[src/rtl/dr_pkg.sv]
package dr_pkg;
  typedef enum logic [1:0] {
    DR_AND = 2'd0,
    DR_OR  = 2'd1,
    DR_XOR = 2'd2
  } dr_op_e;

  function automatic logic [63:0] dr_ref_fn(input logic [63:0] a,
                                            input logic [63:0] b,
                                            input logic [63:0] c);
    return (a & b) ^ (c | ~a);
  endfunction
endpackage

[src/rtl/dr_enc.sv]
module dr_enc #(
  parameter int W = 4
) (
  input  logic         phase,
  input  logic [W-1:0] x,
  output logic [W-1:0] x_t,
  output logic [W-1:0] x_f
);
  // Single-rail side: the inverse is formed before the rails leave the encoder.
  assign x_t = {W{phase}} & x;
  assign x_f = {W{phase}} & ~x;
endmodule

[src/rtl/dr_cell.sv]
module dr_cell #(
  parameter int             W  = 4,
  parameter dr_pkg::dr_op_e OP = dr_pkg::DR_AND
) (
  input  logic [W-1:0] a_t,
  input  logic [W-1:0] a_f,
  input  logic [W-1:0] b_t,
  input  logic [W-1:0] b_f,
  output logic [W-1:0] q_t,
  output logic [W-1:0] q_f
);
  // Only AND/OR gates; no inverter on any rail.
  generate
    if (OP == dr_pkg::DR_AND) begin : g_and
      assign q_t = a_t & b_t;
      assign q_f = a_f | b_f;
    end else if (OP == dr_pkg::DR_OR) begin : g_or
      assign q_t = a_t | b_t;
      assign q_f = a_f & b_f;
    end else begin : g_xor
      assign q_t = (a_t & b_f) | (a_f & b_t);
      assign q_f = (a_t & b_t) | (a_f & b_f);
    end
  endgenerate
endmodule

[src/rtl/dr_preg.sv]
module dr_preg #(
  parameter int W = 4
) (
  input  logic         clk,
  input  logic         rst_n,
  input  logic         en,
  input  logic         cap,
  input  logic [W-1:0] d_t,
  input  logic [W-1:0] d_f,
  output logic [W-1:0] q_t,
  output logic [W-1:0] q_f,
  output logic         q_eval
);
  logic [W-1:0] nxt_t;
  logic [W-1:0] nxt_f;
  logic         nxt_eval;

  // Capture at the end of evaluation, load the spacer otherwise.
  always_comb begin
    nxt_t    = cap ? d_t : '0;
    nxt_f    = cap ? d_f : '0;
    nxt_eval = cap;
  end

  always_ff @(posedge clk or negedge rst_n) begin
    if (!rst_n) begin
      q_t    <= '0;
      q_f    <= '0;
      q_eval <= 1'b0;
    end else if (en) begin
      q_t    <= nxt_t;
      q_f    <= nxt_f;
      q_eval <= nxt_eval;
    end
  end
endmodule

[src/rtl/dr_dec.sv]
module dr_dec #(
  parameter int W = 4
) (
  input  logic [W-1:0] r_t,
  input  logic [W-1:0] r_f,
  output logic [W-1:0] y,
  output logic         valid,
  output logic         err
);
  assign y     = r_t;
  assign valid = &(r_t ^ r_f);
  assign err   = |(r_t & r_f);
endmodule

[src/rtl/dr_precharge_datapath.sv]
module dr_precharge_datapath #(
  parameter int W = 4
) (
  input  logic         clk,
  input  logic         rst_n,
  input  logic [W-1:0] a,
  input  logic [W-1:0] b,
  input  logic [W-1:0] c,
  output logic         phase,
  output logic [W-1:0] y_t,
  output logic [W-1:0] y_f,
  output logic         y_eval,
  output logic [W-1:0] y,
  output logic         y_valid,
  output logic         y_err
);
  localparam int SYNC_LEN = 2;

  logic [SYNC_LEN-1:0] sync_q;
  logic                rst_sync;
  logic                phase_q;
  logic                phase_d;

  logic [W-1:0] a_t, a_f, b_t, b_f, c_t, c_f;
  logic [W-1:0] na_t, na_f;
  logic [W-1:0] n1_t, n1_f, n2_t, n2_f, r_t, r_f;

  // Reset: asserted at once, released after SYNC_LEN edges.
  always_ff @(posedge clk or negedge rst_n) begin
    if (!rst_n) sync_q <= '0;
    else        sync_q <= {sync_q[SYNC_LEN-2:0], 1'b1};
  end
  assign rst_sync = sync_q[SYNC_LEN-1];

  // Phase sequencer: 0 = precharge, 1 = evaluation.
  always_comb phase_d = ~phase_q;

  always_ff @(posedge clk or negedge rst_n) begin
    if (!rst_n)        phase_q <= 1'b0;
    else if (rst_sync) phase_q <= phase_d;
  end
  assign phase = phase_q;

  dr_enc #(.W(W)) u_enc_a (.phase(phase_q), .x(a), .x_t(a_t), .x_f(a_f));
  dr_enc #(.W(W)) u_enc_b (.phase(phase_q), .x(b), .x_t(b_t), .x_f(b_f));
  dr_enc #(.W(W)) u_enc_c (.phase(phase_q), .x(c), .x_t(c_t), .x_f(c_f));

  // Logical NOT of a: swap the rails.
  assign na_t = a_f;
  assign na_f = a_t;

  dr_cell #(.W(W), .OP(dr_pkg::DR_AND)) u_and (
    .a_t(a_t), .a_f(a_f), .b_t(b_t), .b_f(b_f), .q_t(n1_t), .q_f(n1_f));
  dr_cell #(.W(W), .OP(dr_pkg::DR_OR)) u_or (
    .a_t(c_t), .a_f(c_f), .b_t(na_t), .b_f(na_f), .q_t(n2_t), .q_f(n2_f));
  dr_cell #(.W(W), .OP(dr_pkg::DR_XOR)) u_xor (
    .a_t(n1_t), .a_f(n1_f), .b_t(n2_t), .b_f(n2_f), .q_t(r_t), .q_f(r_f));

  dr_preg #(.W(W)) u_preg (
    .clk(clk), .rst_n(rst_n), .en(rst_sync), .cap(phase_q),
    .d_t(r_t), .d_f(r_f), .q_t(y_t), .q_f(y_f), .q_eval(y_eval));

  dr_dec #(.W(W)) u_dec (
    .r_t(y_t), .r_f(y_f), .y(y), .valid(y_valid), .err(y_err));
endmodule

[config.mk]
export PLATFORM = sky130hd
export DESIGN_NAME = dr_precharge_datapath
export DESIGN_NICKNAME = d
export VERILOG_FILES = /design/src/rtl/dr_pkg.sv /design/src/rtl/dr_enc.sv /design/src/rtl/dr_cell.sv /design/src/rtl/dr_preg.sv /design/src/rtl/dr_dec.sv /design/src/rtl/dr_precharge_datapath.sv
export SDC_FILE = /design/constraint.sdc
export NUM_CORES = 1
export LEC_CHECK = 0
export BUFFER_PORTS_ARGS = -buffer_cell sky130_fd_sc_hd__buf_2
export CAP_MARGIN = 20
export CORE_MARGIN = 1
export CORE_UTILIZATION = 42
export CTS_BUF_LIST = sky130_fd_sc_hd__clkbuf_16
export CTS_CLUSTER_SIZE = 25
export DETAILED_ROUTE_END_ITERATION = 10
export HOLD_SLACK_MARGIN = 0.02
export PLACE_DENSITY = 0.75
export SLEW_MARGIN = 25
export SYNTH_ARGS = -nofsm -noshare
export SYNTH_HDL_FRONTEND = slang
export SYNTH_SLANG_ARGS = --single-unit
[constraint.sdc]
create_clock -name clk -period 1.88 [get_ports clk]
set_clock_uncertainty 0.2 [all_clocks]
set_input_delay 0.47 -clock clk [delete_from_list [all_inputs] [get_ports clk]]
set_output_delay 0.47 -clock clk [all_outputs]
set_load 0.01 [all_outputs]
==> metrics.txt <==
status=finished with violations; violated checks=setup timing; MaxCap Viol Count=0; Net Sw Power=about 360 µW; Final GP Congestion=approximately 0.75; placed cells=88; final instance area=roughly 900 µm²; CP max stage delay=0.52 ns; fin util=between 70% and 80%; Post-DP Area=728 µm²; Seq pwr share=32.5%; CTS tree=yes; post-DP HPWL=836 µm; synthesized instance count=45; root buf cell=clkbuf_16; synthesized area per cell=around 13 µm²; Vias=481; r2r setup slk=around 0.51 ns; starting density of the core=between 40% and 50%; Critical Path RT=1.21 ns; vias in the first global route=about 400; Final Setup Violations=2; Layout area overhead=54.5%; Clock Power Share=about a third; TritonCTS Buffers=3; combinational share of power=between 30% and 40%; worst r2r src=sync_q[1]$_DFF_PN0_; fraction of layout cells with a size suffix above 1=about 53%; pin count of the biggest net entering global routing=13; Arrival @ worst endpoint=about 1.5 ns; crit path from=u_preg.q_f[1]$_DFFE_PN0P_; I/O pins=30; Layout Nets=100; Final Hold Vio Count=0; Tmin final=between 2 and 2.5 ns; Finished Layout Cells=95; Final ANT Viol Nets=0; drt wl/cell=13.3 µm; startpoint class of the critical path=flip-flop; YS warnings=0; Slew Limit Fails=0; Leak=0.445 nW; slowest CP cell=or4_4; vias per inst=5.06; CP Capture Type=primary output; worst-path cell chain=ha_4, or4_4, buf_6; Floorplan Core Area=approximately 1200 µm²; Switching Share=30.3%; GRT overflow=0; top cells by area, synth=dfrtp_1 (53%), ha_1 (8.8%), a32o_1 (7.0%), a311oi_1 (6.2%), xnor2_1 (6.2%); # diodes=0; DR pass1 iterations=4; Total GRT Usage=18.4%; die area=between 1500 and 2000 µm²; most frequent cells in the layout=buf_2 (28), dfrtp_1 (12), buf_4 (7); commonest non-fill, non-tap cell in the layout=buf_2; global-route wire length before repair=between 1500 and 2000 µm; syn_nets=63; Die X=38.8 µm; unrepaired setup endpoints after global routing=true; CP max FO=2; Synth Register Bits=12; number of port buffers=29; Max Buffers Root-to-Sink=2; drt drc=0; Unique masters post-synth=16; fmax=about 0.47 GHz; H-tree depth=1; Syn Std Cell Area=569 µm²; FP Rows=12; Synth area leader=dfrtp_1; r2r worst-path depth=2; Clock Sinks=12; die height=around 39 µm; Clock transition at path regs=about 0.040 ns; Yosys top cell area share=52.7%; Peak VDD IR=1.13 mV; Hold Path Class=reg2reg; initial antenna violation count=0; power per cell area=about 1300 nW/µm²; Seq/Total Area, Yosys=a little over half; Worst Setup EP=y_err; 1st-iter DRT viols=12; Worst Slack Setup Final=-0.248 ns; worst-skew pair later-pin latency=0.24 ns; Pint=827 µW; fillers=a little over 90; WS Path Type=reg2out; drt total wl=between 1000 and 1500 µm; fin crit share=113%; worst r2r dst=u_preg.q_f[1]$_DFFE_PN0P_
==> layout make-up <==
class	count	area, µm²	area share, %
timing repair buffer	37	214	24.3
clock buffer	3	75.1	8.53
inverter	1	3.75	0.427
sequential	12	300	34.1
multi-input combinational	27	265	30.2
clock inverter	1	3.75	0.427
tap	14	17.5	1.99
==> synthesized netlist by cell type <==
library cell  number
dfrtp_1           12
buf_6              1
or4_1              1
nor2_1             4
xor2_1             1
buf_4              4
a21o_1             1
nor2b_1            1
and2_1             1
xnor2_1            4
inv_1              1
ha_1               4
conb_1             1
and4_1             1
a311oi_1           4
a32o_1             4
==> routing by layer <==
layer,vias to the layer above,track usage [%],wire length (µm)
met1,218,23.4,558
met3,2,5.20,80
met5,-,0,0
met4,0,7.76,14
li1,235,-,-
met2,26,29.2,609
==> registers in the layout, summed over array words and instances, names as in the netlist <==
name           cells
u_preg.q_f         4
u_preg.q_t         4
sync_q             2
phase              1
u_preg.q_eval      1
==> power by group through the flow <==
stage / logic, mW / registers [mW] / clock network [mW]
3_3_place_gp: 0.350 / 0.373 / 0
2_1_floorplan: 0.168 / 0.412 / 0
4_1_cts: 0.391 / 0.375 / 0.399
6_report: 0.412 / 0.386 / 0.389
5_1_grt: 0.463 / 0.393 / 0.405
3_5_place_dp: 0.357 / 0.377 / 0
==> worst max-delay path, delay by kind of cell, from the launching register on <==
kind	cells	cell delay, ns
adders and majority gates	1	0.17
buffers and inverters	1	0.13
DFF	1	0.40
and+or+nand+nor	1	0.52
==> metrics by stage <==
step	setup slack, ns	hold slack (ns)	setup TNS (ns)	power, mW
2_1_floorplan	0.0258	-0.0256	0	0.580
3_3_place_gp	0.0243	0.135	0	0.723
3_5_place_dp	-0.0156	0.138	-0.0156	0.734
6_report	-0.248	0.145	-0.252	1.19
5_1_grt	-0.279	0.151	-0.308	1.26
4_1_cts	-0.230	0.148	-0.244	1.16
==> logic make-up (layout without fill, tap and decap cells) <==
| family | after synthesis | count (layout) | share of synthesized area (%) |
|---|---|---|---|
| buf+inv | 6 | 42 | 7.91 |
| simple gates | 8 | 8 | 7.69 |
| flops | 12 | 12 | 52.7 |
| xor+xnor | 5 | 5 | 7.69 |
| other cells | 1 | 1 | 0.659 |
| fa+ha+maj | 4 | 4 | 8.79 |
| compound gates | 9 | 9 | 14.5 |
==> worst min-delay path by stage <==
stage	from	endpoint	slack [ns]	cells past startpoint
after CTS	sync_q[0]$_DFF_PN0_	sync_q[1]$_DFF_PN0_	0.15	0
final	sync_q[0]$_DFF_PN0_	sync_q[1]$_DFF_PN0_	0.15	0
after global placement	sync_q[0]$_DFF_PN0_	sync_q[1]$_DFF_PN0_	0.14	0
after detailed placement	sync_q[0]$_DFF_PN0_	sync_q[1]$_DFF_PN0_	0.14	0
after global routing	sync_q[0]$_DFF_PN0_	sync_q[1]$_DFF_PN0_	0.15	0
after floorplan	rst_n	phase$_DFFE_PN0P_	-0.03	0
==> timing repair <==
action	in CTS	in global routing
resized for setup	4	4
hold buffers	1	0
buffers inserted	2	0
endpoints found under the setup margin	2	2
hold endpoints to repair	12	0
pin swaps	2	1
No activity file was read; power rests on OpenSTA's default activity.
